`src/rtl/wprot_pkg.sv`:
```
package wprot_pkg;

  typedef enum logic [1:0] {
    OP_NONE     = 2'd0,
    OP_SET_PERM = 2'd1,
    OP_SET_REV  = 2'd2,
    OP_CLR_REV  = 2'd3
  } wp_op_e;

  typedef struct packed {
    logic   ack;
    wp_op_e op;
  } wp_dec_t;

  // Lower-half membership for an address of width aw.
  function automatic logic in_low_half(input logic [15:0] addr, input int aw);
    return (addr >> (aw - 1)) == 16'd0;
  endfunction

  // Decision for a control byte given the current flag state.
  function automatic wp_dec_t decode_cmd(
    input logic       prot,
    input logic       rd,
    input logic [2:0] sel,
    input logic [2:0] strap,
    input logic       hv,
    input logic       perm,
    input logic       rev
  );
    wp_dec_t d;
    d.ack = 1'b0;
    d.op  = OP_NONE;
    if (!prot) begin
      d.ack = (sel == strap);
    end else if (!hv) begin
      if (sel == strap) begin
        d.ack = !perm;
        d.op  = rd ? OP_NONE : OP_SET_PERM;
      end
    end else if (!strap[2] && sel == {strap[2:1], 1'b1}) begin
      if (!sel[1]) begin
        d.ack = !rev;
        d.op  = rd ? OP_NONE : OP_SET_REV;
      end else if (!rd) begin
        d.ack = !perm;
        d.op  = OP_CLR_REV;
      end
    end
    if (!d.ack) d.op = OP_NONE;
    return d;
  endfunction

endpackage

```
`src/rtl/wprot_decode.sv`:
```
module wprot_decode
  import wprot_pkg::*;
(
  input  logic       cmd_valid,
  input  logic       cmd_prot,
  input  logic       cmd_rd,
  input  logic [2:0] cmd_sel,
  input  logic [2:0] strap_a,
  input  logic       hv_a0,
  input  logic       perm_q,
  input  logic       rev_q,
  output logic       ack,
  output wp_op_e     op,
  output logic       arr_wr_open
);
  wp_dec_t dec;

  always_comb begin
    dec         = decode_cmd(cmd_prot, cmd_rd, cmd_sel, strap_a, hv_a0, perm_q, rev_q);
    ack         = cmd_valid & dec.ack;
    op          = cmd_valid ? dec.op : OP_NONE;
    arr_wr_open = cmd_valid & dec.ack & !cmd_prot & !cmd_rd;
  end
endmodule

```
`src/rtl/wprot_flags.sv`:
```
module wprot_flags
  import wprot_pkg::*;
(
  input  logic   clk,
  input  logic   rst_n,
  input  logic   cmd_valid,
  input  wp_op_e cmd_op,
  input  logic   byte_valid,
  input  logic   stop_seen,
  input  logic   abort_seen,
  input  logic   hw_wp,
  output logic   perm_q,
  output logic   rev_q
);
  wp_op_e pend_q;
  logic   got_data_q;
  logic   commit;

  assign commit = stop_seen && (pend_q != OP_NONE) && got_data_q && !hw_wp;

  always_ff @(posedge clk or negedge rst_n) begin
    if (!rst_n) begin
      perm_q     <= 1'b0;
      rev_q      <= 1'b0;
      pend_q     <= OP_NONE;
      got_data_q <= 1'b0;
    end else if (cmd_valid) begin
      pend_q     <= cmd_op;
      got_data_q <= 1'b0;
    end else if (stop_seen || abort_seen) begin
      pend_q     <= OP_NONE;
      got_data_q <= 1'b0;
      if (commit) begin
        case (pend_q)
          OP_SET_PERM: perm_q <= 1'b1;
          OP_SET_REV:  rev_q  <= 1'b1;
          OP_CLR_REV:  rev_q  <= 1'b0;
          default:     ;
        endcase
      end
    end else if (byte_valid && pend_q != OP_NONE) begin
      got_data_q <= 1'b1;
    end
  end

  assert_perm_sticky_R8: assert property (@(posedge clk) disable iff (!rst_n)
    perm_q |=> perm_q);
  assert_flags_hold_R10: assert property (@(posedge clk) disable iff (!rst_n)
    !stop_seen |=> ($stable(perm_q) && $stable(rev_q)));
  assert_wp_freezes_R9: assert property (@(posedge clk) disable iff (!rst_n)
    (stop_seen && hw_wp) |=> ($stable(perm_q) && $stable(rev_q)));
  assert_perm_cause_R5: assert property (@(posedge clk) disable iff (!rst_n)
    $rose(perm_q) |-> $past(pend_q == OP_SET_PERM));
  assert_rev_cause_R6: assert property (@(posedge clk) disable iff (!rst_n)
    $rose(rev_q) |-> $past(pend_q == OP_SET_REV));
endmodule

```
`src/rtl/wprot_gate.sv`:
```
module wprot_gate #(
  parameter int ADDR_W = 8
) (
  input  logic              clk,
  input  logic              rst_n,
  input  logic              cmd_valid,
  input  logic              arr_wr_open,
  input  logic              byte_valid,
  input  logic [ADDR_W-1:0] byte_addr,
  input  logic              stop_seen,
  input  logic              abort_seen,
  input  logic              hw_wp,
  input  logic              lock_low,
  output logic              byte_we
);
  localparam logic [ADDR_W-1:0] HALF = ADDR_W'(1) << (ADDR_W - 1);

  logic sess_q;
  logic addr_low;

  assign addr_low = wprot_pkg::in_low_half(16'(byte_addr), ADDR_W);
  assign byte_we  = byte_valid && sess_q && !hw_wp && !(addr_low && lock_low);

  always_ff @(posedge clk or negedge rst_n) begin
    if (!rst_n)                        sess_q <= 1'b0;
    else if (cmd_valid)                sess_q <= arr_wr_open;
    else if (stop_seen || abort_seen)  sess_q <= 1'b0;
  end

  assert_wp_blocks_R3: assert property (@(posedge clk) disable iff (!rst_n)
    hw_wp |-> !byte_we);
  assert_low_lock_R4: assert property (@(posedge clk) disable iff (!rst_n)
    (byte_we && lock_low) |-> (byte_addr >= HALF));
  assert_we_needs_byte_R11: assert property (@(posedge clk) disable iff (!rst_n)
    byte_we |-> byte_valid);
endmodule

```
`src/rtl/wprot_ctrl.sv`:
```
module wprot_ctrl
  import wprot_pkg::*;
#(
  parameter int ADDR_W = 8
) (
  input  logic              clk,
  input  logic              rst_n,
  input  logic              cmd_valid,
  input  logic              cmd_prot,
  input  logic              cmd_rd,
  input  logic [2:0]        cmd_sel,
  input  logic [2:0]        strap_a,
  input  logic              hv_a0,
  input  logic              hw_wp,
  input  logic              byte_valid,
  input  logic [ADDR_W-1:0] byte_addr,
  input  logic              stop_seen,
  input  logic              abort_seen,
  output logic              ctl_ack,
  output logic              byte_we,
  output logic              perm_flag,
  output logic              rev_flag
);
  wp_op_e op_w;
  logic   arr_wr_open;
  logic   perm_q, rev_q;
  logic   lock_low;

  assign lock_low  = perm_q | rev_q;
  assign perm_flag = perm_q;
  assign rev_flag  = rev_q;

  wprot_decode u_dec (
    .cmd_valid(cmd_valid), .cmd_prot(cmd_prot), .cmd_rd(cmd_rd), .cmd_sel(cmd_sel),
    .strap_a(strap_a), .hv_a0(hv_a0), .perm_q(perm_q), .rev_q(rev_q),
    .ack(ctl_ack), .op(op_w), .arr_wr_open(arr_wr_open)
  );

  wprot_flags u_flags (
    .clk(clk), .rst_n(rst_n), .cmd_valid(cmd_valid), .cmd_op(op_w),
    .byte_valid(byte_valid), .stop_seen(stop_seen), .abort_seen(abort_seen),
    .hw_wp(hw_wp), .perm_q(perm_q), .rev_q(rev_q)
  );

  wprot_gate #(.ADDR_W(ADDR_W)) u_gate (
    .clk(clk), .rst_n(rst_n), .cmd_valid(cmd_valid), .arr_wr_open(arr_wr_open),
    .byte_valid(byte_valid), .byte_addr(byte_addr), .stop_seen(stop_seen),
    .abort_seen(abort_seen), .hw_wp(hw_wp), .lock_low(lock_low), .byte_we(byte_we)
  );

  assert_sticky_refuses_R5: assert property (@(posedge clk) disable iff (!rst_n)
    (cmd_valid && cmd_prot && !hv_a0 && perm_q) |-> !ctl_ack);
  assert_array_match_R2: assert property (@(posedge clk) disable iff (!rst_n)
    (cmd_valid && !cmd_prot && cmd_sel != strap_a) |-> !ctl_ack);
  assert_idle_quiet_R1: assert property (@(posedge clk) disable iff (!rst_n)
    !cmd_valid |-> !ctl_ack);
endmodule

```
`config.mk`:
```
export PLATFORM = sky130hd
export DESIGN_NAME = wprot_ctrl
export DESIGN_NICKNAME = d
export VERILOG_FILES = /design/src/rtl/wprot_pkg.sv /design/src/rtl/wprot_decode.sv /design/src/rtl/wprot_flags.sv /design/src/rtl/wprot_gate.sv /design/src/rtl/wprot_ctrl.sv
export SDC_FILE = /design/constraint.sdc
export NUM_CORES = 1
export LEC_CHECK = 0
export BUFFER_PORTS_ARGS = -buffer_cell sky130_fd_sc_hd__buf_2
export CAP_MARGIN = 20
export CORE_AREA = 4 4 41 43
export CTS_CLUSTER_SIZE = 14
export DETAILED_ROUTE_END_ITERATION = 7
export DIE_AREA = 0 0 45 47
export PLACE_DENSITY_LB_ADDON = 0.15
export SLEW_MARGIN = 25
export SYNTH_ARGS = -nofsm -noshare
export SYNTH_HDL_FRONTEND = slang
export SYNTH_HIERARCHICAL = 1
export SYNTH_SLANG_ARGS = --single-unit
```
`constraint.sdc`:
```
create_clock -name clk -period 1.5 [get_ports clk]
set_clock_uncertainty 0.1 [all_clocks]
set_input_delay 0.225 -clock clk [delete_from_list [all_inputs] [get_ports clk]]
set_output_delay 0.225 -clock clk [all_outputs]
set_load 0.03 [all_outputs]
```
==> flow_summary.ini, run 1 <==
[layout]
syn_to_final_growth_pct = 65.1
stdcell_count = 92
layout_common_cells = buf_2, buf_4, dfrtp_1
antenna_cells = 0
finalNetCount = 102
final_util_pct = 55.6
drive_gt1_share_pct = 62.3
n_fill_cell = 126
final_common_cell = buf_2

[cts]
cts_tree = yes
path_clk_slew_ns = 0.06
cts_buffer_depth = 2
cts_root_buf = clkbuf_4
cts_htree_levels = 1
clock_sinks = 6
numCtsBuffers = 3
clock_latency_ns = 0.25

[synth]
synth_area_sq_um = 438
ys_top_cells_by_area = dfrtp_1, a22o_2, nand4_1
synth_top_cell_by_area = dfrtp_1
yosysTopAreaCellShare_pct = 34.3
synth_xor_area_share_pct = 7.71
synthAdderAreaFrac_pct = 0
yosysSeqAreaShare_pct = 34.3
syn_area_per_cell_sq_um = 10.2
ys.warnings.count = 6
synth_compound_area_share_pct = 26.9
synth_top_family_by_area = compound AO/OA/AOI/OAI gates
synthMuxAreaShare_pct = 2.29
yosys.area_share.simple_pct = 26.3
ys_types = 26
synth_nets = 67
synth.ff_latch_count = 6
synthCells = 43

[place]
place_ws_ns = -0.0617
gp_congestion = 0.662
placed_cells = 84
dp_hpwl_um = 986
numPortBuffers = 20

[power_and_ir_drop]
power_switching_uw = 115
power_density_nw_per_um2 = 592
combPwrFrac_pct = 22.7
peakVddDrop_mv = 0.293
switching_share_pct = 27.0
internal-power_uw = 313
p_leak_nw = 0.340
p_seq_share_pct = 37.9
clock_power_share_pct = 39.4

[min_path]
hold_path_class = in -> reg
hold_start = abort_seen

[sta]
tns_ns = -0.445
whs_ns = 0.0870
rsz0062_at_grt = yes
slew_headroom_pct = 77.5
slew_violations = 0
fin_crit_ns = 1.70
finalWorstSetupSlack_ns = -0.200
hold_violations = 0
tightestPinTransition_ns = 0.335
finalCritPeriodShare_pct = 113
fmax_ghz = 0.588
setup_viol = 5

[drt]
drc = 0
vias = 463
antenna_left = 0
finalWirelength_um = 1210
viasPerCell = 5.03
wl_per_cell_um = 13.2
firstDrtPassIters = 2
drt_iter0_drc = 3

[floorplan]
fp.dieH_um = 47
die_w_um = 45
start_util_pct = 33.7
dieArea_sq_um = 2120
core-area_sq_um = 1300
row_count = 13
io_pins = 28

[run_status]
status = finished, violations left
violations = setup timing

[global_route]
grt_max_degree = 9
grt.overflow.total = 0
grt_use_total_pct = 12.5
grt_pass1_vias = 459
grt_pass1_wl_um = 1860
grt_antenna_before_repair = 0

[critical_path]
r2r_start = u_flags/perm_q
criticalPathCategory = reg -> out
required_ns = 1.17
cp_max_fo = 4
critPathLaunch = u_flags/perm_q
arrival_ns = 1.37
end_kind = output pin
worstSetupStartpointType = flip-flop

[job]
maxCapViolCount = 0
[flip-flops by register name (all words and copies together), names as in the netlist]
register	cells
u_flags/got_data_q	1
u_flags/pend_q	2
u_flags/perm_q	1
u_flags/rev_q	1
u_gate/sess_q	1
[area by class of cell]
type	count	area, sq um	area share (%)
Tap cell	15	18.8	2.60
Sequential cell	6	153	21.1
Inverter	3	11.3	1.56
Timing Repair Buffer	30	194	26.8
Multi-Input combinational cell	34	320	44.3
Clock buffer	4	26.3	3.63
[synthesized netlist by cell type]
cell	number
a211oi_1	2
a221oi_2	1
a21boi_0	1
xnor2_1	2
a22o_2	2
a31o_2	1
o2111ai_2	1
or2_1	1
nand2_1	3
nand2b_1	1
mux2i_1	1
xnor2_2	1
and2b_1	1
and4bb_1	1
o41ai_2	1
dfrtp_1	6
nor3_1	2
o21ai_0	1
nor2_1	1
o21a_1	2
nor3b_2	1
nand3_1	1
nor2b_1	2
inv_1	3
and3b_1	1
nand4_1	3
[layer usage]
metal  share of wire, %  vias to the layer above  track usage [%]
li1                   -                      234                -
met1                 41                      214             14.3
met2                 51                       15             22.3
met3                7.5                        0             4.98
met4                  0                        0             1.75
met5                  0                        -                0
[power by group through the flow]
stage,Sequential (mW),Clock [mW],Combinational [mW]
after floorplan,0.165,0,0.0357
after global placement,0.165,0,0.0849
after detailed placement,0.165,0,0.0870
after CTS,0.162,0.176,0.0926
after global routing,0.162,0.182,0.106
final,0.163,0.169,0.0973
[kinds of logic after synthesis]
kind of cell / Yosys count
xor+xnor: 3
mux: 1
flops: 6
simple gates: 18
buf+inv: 3
compound gates: 12
[through the flow]
step	total power [mW]	cell area, sq um
finish	0.428	723
global route	0.450	723
CTS	0.431	708
detailed placement	0.252	634
global placement	0.250	634
floorplan	0.201	470
[worst paths after layout]
kind | endpoint | slack (ns) | depth (start not counted)
max | byte_we | -0.20 | 4
min | u_gate/sess_q | 0.09 | 2
max reg2reg | u_flags/pend_q[0] | -0.04 | 5
min reg2reg | u_flags/got_data_q | 0.39 | 1
max in group asynchronous | u_flags/got_data_q | 0.92 | 2
min in group asynchronous | u_flags/rev_q | 0.22 | 2
[what timing repair did]
item | in CTS | in global routing
endpoints found under the hold margin | 6 | 0
setup buffers | 2 | 1
gates resized for setup | 7 | 2
hold buffers | 1 | 0
pin swaps | 9 | 1
setup endpoints to repair | 3 | 5
[worst max-delay path, cell delays in order (launching register included)]
cell     delay [ns]
dfrtp_2        0.43
or2_1          0.24
nor2b_4        0.14
nor3_4         0.16
buf_6          0.15
Note: power is estimated with default switching activity, not from simulation.
==> inputs of run 2 (changes only) <==
--- a/config.mk
+++ b/config.mk
@@ -12,6 +12,7 @@
 export DETAILED_ROUTE_END_ITERATION = 7
 export DIE_AREA = 0 0 45 47
 export PLACE_DENSITY_LB_ADDON = 0.15
+export RECOVER_POWER = 50
 export SLEW_MARGIN = 25
 export SYNTH_ARGS = -nofsm -noshare
 export SYNTH_HDL_FRONTEND = slang
==> run 2 against run 1 <==
  * Largest cell class unchanged
  * Via count is 0.22% lower
  * Critical path type unchanged
  * Critical endpoint unchanged
  * Fmax hardly changed
  * Clock power about the same
  * Core utilization down 0.096 points
  * Register-to-register slack hardly changed
  * The flow still finishes with violations (setup timing)
  * Sequential power hardly changed
  * Count of clock-buffer cells in the layout did not move
  * Worst hold slack hardly changed
==> flow_summary.ini, run 2 (synthesis gave the netlist of run 1 again) <==
[sta]
slew_headroom_pct = 77.5
finalWorstSetupSlack_ns = -0.199
hold_violations = 0
slew_violations = 0
finalCritPeriodShare_pct = 113
tightestPinTransition_ns = 0.335
setup_viol = 5
whs_ns = 0.0869
rsz0062_at_grt = yes
fin_crit_ns = 1.70
fmax_ghz = 0.589

[critical_path]
end_kind = output pin
required_ns = 1.17
r2r_start = u_flags/perm_q
cp_max_fo = 4
worstPathCellList = or2_1 -> nor2b_4 -> nor3_4 -> buf_6
critPathLaunch = u_flags/perm_q
arrival_ns = 1.37
crit_path_end = byte_we
critical_path.max_stage_delay_ns = 0.43
rrSetupSlack_ns = -0.04
crit_slowest_cell = dfrtp_2
worstSetupStartpointType = flip-flop
criticalPathCategory = reg -> out
ff2ff_path_depth = 5
reg2reg_to = u_flags/pend_q[0]

[power_and_ir_drop]
power_density_nw_per_um2 = 592
peakVddDrop_mv = 0.293
power_uw = 428
p_seq_share_pct = 38.0
switching_share_pct = 26.9
clock_power_share_pct = 39.3
power_switching_uw = 115
internal-power_uw = 313
combPwrFrac_pct = 22.7
p_leak_nw = 0.338

[layout]
antenna_cells = 0
layout_common_cells = buf_2, buf_4, dfrtp_1
drive_gt1_share_pct = 61.0
final_util_pct = 55.5
multi_input_area_sq_um = 320
largest_register = u_flags/pend_q
largest_reg_flops = 2
stdcell_count = 92
seqCellArea_sq_um = 153
final_common_cell = buf_2
n_fill_cell = 127
finalNetCount = 102
syn_to_final_growth_pct = 64.9

[global_route]
grt_antenna_before_repair = 0
grt_pass1_wl_um = 1860
grt_pass1_vias = 459
use_met3_pct = 4.98
met2_usage_pct = 22.3
top_usage_layer = met2
grt.overflow.total = 0
grt_max_degree = 9
use_met1_pct = 14.3
grt_use_total_pct = 12.5

[cts]
numCtsBuffers = 3
cts_tree = yes
cts_root_buf = clkbuf_4
cts_htree_levels = 1
clock_latency_ns = 0.25
path_clk_slew_ns = 0.06
clock_sinks = 6
cts_buffer_depth = 2

[run_status]
violations = setup timing
status = finished, violations left

[floorplan]
row_count = 13
die_w_um = 45
io_pins = 28
core-area_sq_um = 1300
start_util_pct = 33.7
fp.dieH_um = 47
dieArea_sq_um = 2120

[drt]
drt_iter0_drc = 3
vias = 462
viasPerCell = 5.02
finalWirelength_um = 1210
firstDrtPassIters = 2
antenna_left = 0
wl_per_cell_um = 13.2
drc = 0

[place]
gp_congestion = 0.662
placed_cells = 84
dp_hpwl_um = 986
place_ws_ns = -0.0617
numPortBuffers = 20

[min_path]
hold_path_class = in -> reg
hold_start = abort_seen

[job]
maxCapViolCount = 0
[run 2: cell count changes in the layout (fill, tap and decap cells not counted), sizes merged]
cell    delta
clkbuf     +1
buf        -1
[run 2: worst min-delay path by stage]
| stage | end | cells after the start | slack, ns |
|---|---|---|---|
| global route | u_gate/sess_q | 2 | 0.08 |
| global placement | u_flags/pend_q[1] | 1 | -0.05 |
| floorplan | u_flags/got_data_q | 0 | -0.17 |
| detailed placement | u_flags/pend_q[0] | 1 | -0.04 |
| CTS | u_gate/sess_q | 2 | 0.08 |
| finish | u_gate/sess_q | 2 | 0.09 |
[run 2: critical path: cells and delay by family (launching register included)]
family	cells	cell delay (ns)
buf+inv	1	0.15
flops	1	0.43
simple gates	3	0.54
[run 2: metrics by stage]
step                instance area [sq um]  setup TNS (ns)
global route                          722          -0.808
finish                                722          -0.441
global placement                      634          -0.183
detailed placement                    634          -0.185
floorplan                             470         -0.0113
CTS                                   708          -0.568
[run 2: area by class of cell]
cell class	count	share of cell area, %
Inverter	3	1.56
Sequential cell	6	21.1
Tap cell	15	2.60
Timing Repair Buffer	30	26.7
Clock buffer	4	3.64
Multi-Input combinational cell	34	44.4
[run 2: repair_timing]
item / in CTS / in global routing
gates resized for setup: 7 / 2
hold buffers: 1 / 0
setup endpoints to repair: 3 / 5
endpoints found under the hold margin: 6 / 0
buffers inserted: 2 / 1
pin swaps: 9 / 1
[run 2: layer usage]
layer | routed length [um] | vias up
met3 | 85 | 0
met1 | 502 | 213
li1 | - | 234
met2 | 623 | 15
met5 | 0 | -
met4 | 0 | 0
[run 2: power by group through the flow]
stage               Sequential, mW  Clock [mW]  Combinational (mW)
detailed placement           0.165           0              0.0870
global placement             0.165           0              0.0849
floorplan                    0.165           0              0.0357
CTS                          0.162       0.176              0.0926
global route                 0.162       0.182               0.105
finish                       0.163       0.168              0.0969
==> inputs of run 3 (changes only) <==
--- a/config.mk
+++ b/config.mk
@@ -5,6 +5,7 @@
 export SDC_FILE = /design/constraint.sdc
 export NUM_CORES = 1
 export LEC_CHECK = 0
+export ABC_AREA = 1
 export BUFFER_PORTS_ARGS = -buffer_cell sky130_fd_sc_hd__buf_2
 export CAP_MARGIN = 20
 export CORE_AREA = 4 4 41 43
==> constraint.sdc (replaced) <==
create_clock -name clk -period 1.79 [get_ports clk]
set_clock_uncertainty 0.1 [all_clocks]
set_input_delay 0.2685 -clock clk [delete_from_list [all_inputs] [get_ports clk]]
set_output_delay 0.2685 -clock clk [all_outputs]
set_load 0.03 [all_outputs]
==> run 3 against run 2 <==
  * The run now ends clean
  * Core utilization shrank 2.8 points
  * Setup slack gained 0.27 ns
  * Sequential power shrank 16%
  * Register-to-register slack gained 0.52 ns
  * Global-route usage shrank 0.91 points
  * Flip-flop and latch count is the same
  * Critical path depth grew 3
  * Worst hold slack gained 0.10 ns
  * Die area is the same
  * Critical endpoint is now ctl_ack
==> flow_summary.ini, run 3 <==
[run_status]
status = finished clean

[layout]
largest_register = u_flags/pend_q
fin_area_sq_um = 686
syn_to_final_growth_pct = 30.2
seqCellArea_sq_um = 150
multi_input_area_sq_um = 300
final_util_pct = 52.7
drive_gt1_share_pct = 32.7
n_fill_cell = 140
antenna_cells = 0
stdcell_count = 125
largest_reg_flops = 2
final_common_cell = nand2_1
finalNetCount = 136
layout_common_cells = nand2_1, inv_1, buf_2, nor2_1, dfrtp_1

[power_and_ir_drop]
p_leak_nw = 0.390
power_density_nw_per_um2 = 473
peakVddDrop_mv = 0.167
power_uw = 324

[cts]
cts_tree = yes
numCtsBuffers = 3
cts_buffer_depth = 2
clock_sinks = 6
clock_latency_ns = 0.24
cts_root_buf = clkbuf_4
cts_htree_levels = 1
path_clk_slew_ns = 0.04

[global_route]
grt_pass1_wl_um = 1800
grt_use_total_pct = 11.5
grt_pass1_vias = 484
grt_antenna_before_repair = 0
grt_max_degree = 10
grt.overflow.total = 0

[drt]
firstDrtPassIters = 4
finalWirelength_um = 1030
highest_layer = met4
met2WireLength_um = 454
drt_iter0_drc = 15
dr_wl_met3_um = 76
vias = 552
wl_per_cell_um = 8.20
antenna_left = 0
viasPerCell = 4.42
drt-met1-wl_um = 479
drc = 0

[critical_path]
worstPathCellList = or2_1 -> nand2_1 -> nand3_2 -> nand2_2 -> nand2_2 -> inv_1 -> buf_6
critical_path.max_stage_delay_ns = 0.40
end_kind = output pin
cp_num_buf_inv = 2
criticalPathCategory = reg -> out
critPathTopFamily = simple AND/OR/NAND/NOR gates
crit_slowest_cell = dfrtp_1
arrival_ns = 1.35
cp_common_cell = nand2_2
cp_max_fo = 4
rrSetupSlack_ns = 0.48
required_ns = 1.42
worstSetupStartpointType = flip-flop

[synth]
yosysMostFrequentCell = nand2_1
synth_area_sq_um = 527
yosysTopAreaCellShare_pct = 28.5
synth_top_cell_by_area = dfrtp_1
synth_edf_count = 0
synth_nets = 110
synthCells = 86
synth.ff_latch_count = 6
ys.flop_type = dfrtp_1
ys.warnings.count = 6
synthTopCellsByCount = nand2_1, inv_1, nor2_1
ys_top_cells_by_area = dfrtp_1, nand2_1, inv_1
yosysSeqAreaShare_pct = 28.5
ys_async_sr_fraction_pct = 100
ys_types = 16
syn_area_per_cell_sq_um = 6.13

[floorplan]
row_count = 13
io_pins = 28
fp.dieH_um = 47
core-area_sq_um = 1300
dieArea_sq_um = 2120
start_util_pct = 40.5
die_w_um = 45

[min_path]
hold_path_class = in -> reg

[place]
numPortBuffers = 20
place_area_sq_um = 646
place_ws_ns = 0.254
dp_hpwl_um = 901
gp_congestion = 0.719
placed_cells = 121

[sta]
hold_violations = 0
fin_crit_ns = 1.72
slew_violations = 0
fmax_ghz = 0.583
setup_viol = 0
finalCritPeriodShare_pct = 95.9
tns_ns = 0
finalWorstSetupSlack_ns = 0.0735
slew_headroom_pct = 78.6
whs_ns = 0.186
tightestPinTransition_ns = 0.321

[job]
maxCapViolCount = 0
-- run 3: per-layer routing --
| metal | track usage [%] | vias up |
|---|---|---|
| met5 | 0 | - |
| met4 | 8.77 | 0 |
| li1 | - | 305 |
| met1 | 14.9 | 229 |
| met3 | 1.15 | 2 |
| met2 | 17.8 | 16 |
-- run 3: report_power, final --
group	internal (mW)	total (mW)	leakage (nW)	switching (mW)
Clock	0.0756	0.122	0.0138	0.0461
Sequential	0.136	0.137	0.0786	0.000137
Combinational	0.0267	0.0660	0.298	0.0393
-- run 3: layout make-up --
cell class | count | share of cell area (%)
repair buffers | 21 | 16.8
multi-input cells | 59 | 43.8
flip-flops and latches | 6 | 21.9
clock buffers | 3 | 3.28
well taps | 15 | 2.74
inverters | 21 | 11.5
-- run 3: worst register-to-register path, stage by stage (launching register included) --
cell and delay, ns:
dfrtp_1 0.40, or2_1 0.23, nand2_1 0.07, nand3_2 0.08
nand2_2 0.08, nand3_2 0.06, nor2_1 0.09, nand2_1 0.06
o21ai_0 0.06
-- run 3: path summary, 6_finish.rpt --
kind / endpoint / cells past startpoint / from
min reg2reg: u_flags/got_data_q / 2 / u_flags/got_data_q
min: u_gate/sess_q / 4 / abort_seen
max reg2reg: u_flags/pend_q[1] / 8 / u_flags/rev_q
min in group asynchronous: u_gate/sess_q / 2 / rst_n
max in group asynchronous: u_flags/got_data_q / 2 / rst_n
max: ctl_ack / 7 / u_flags/rev_q
-- run 3: logic make-up (layout without fill, tap and decap cells) --
family | after synthesis | after routing | synth area share (%)
buffers and inverters | 21 | 45 | 15.0
AND/OR/NAND/NOR | 54 | 54 | 51.8
AO/OA/AOI/OAI | 5 | 5 | 4.75
flip-flops | 6 | 6 | 28.5
-- run 3: what timing repair did --
| item | 4_1_cts | 5_1_grt |
|---|---|---|
| hold endpoints to repair | 6 | 0 |
| endpoints found under the setup margin | 0 | 1 |
| setup buffers | 0 | 0 |
| resized for setup | 0 | 4 |
| hold buffers | 1 | 0 |
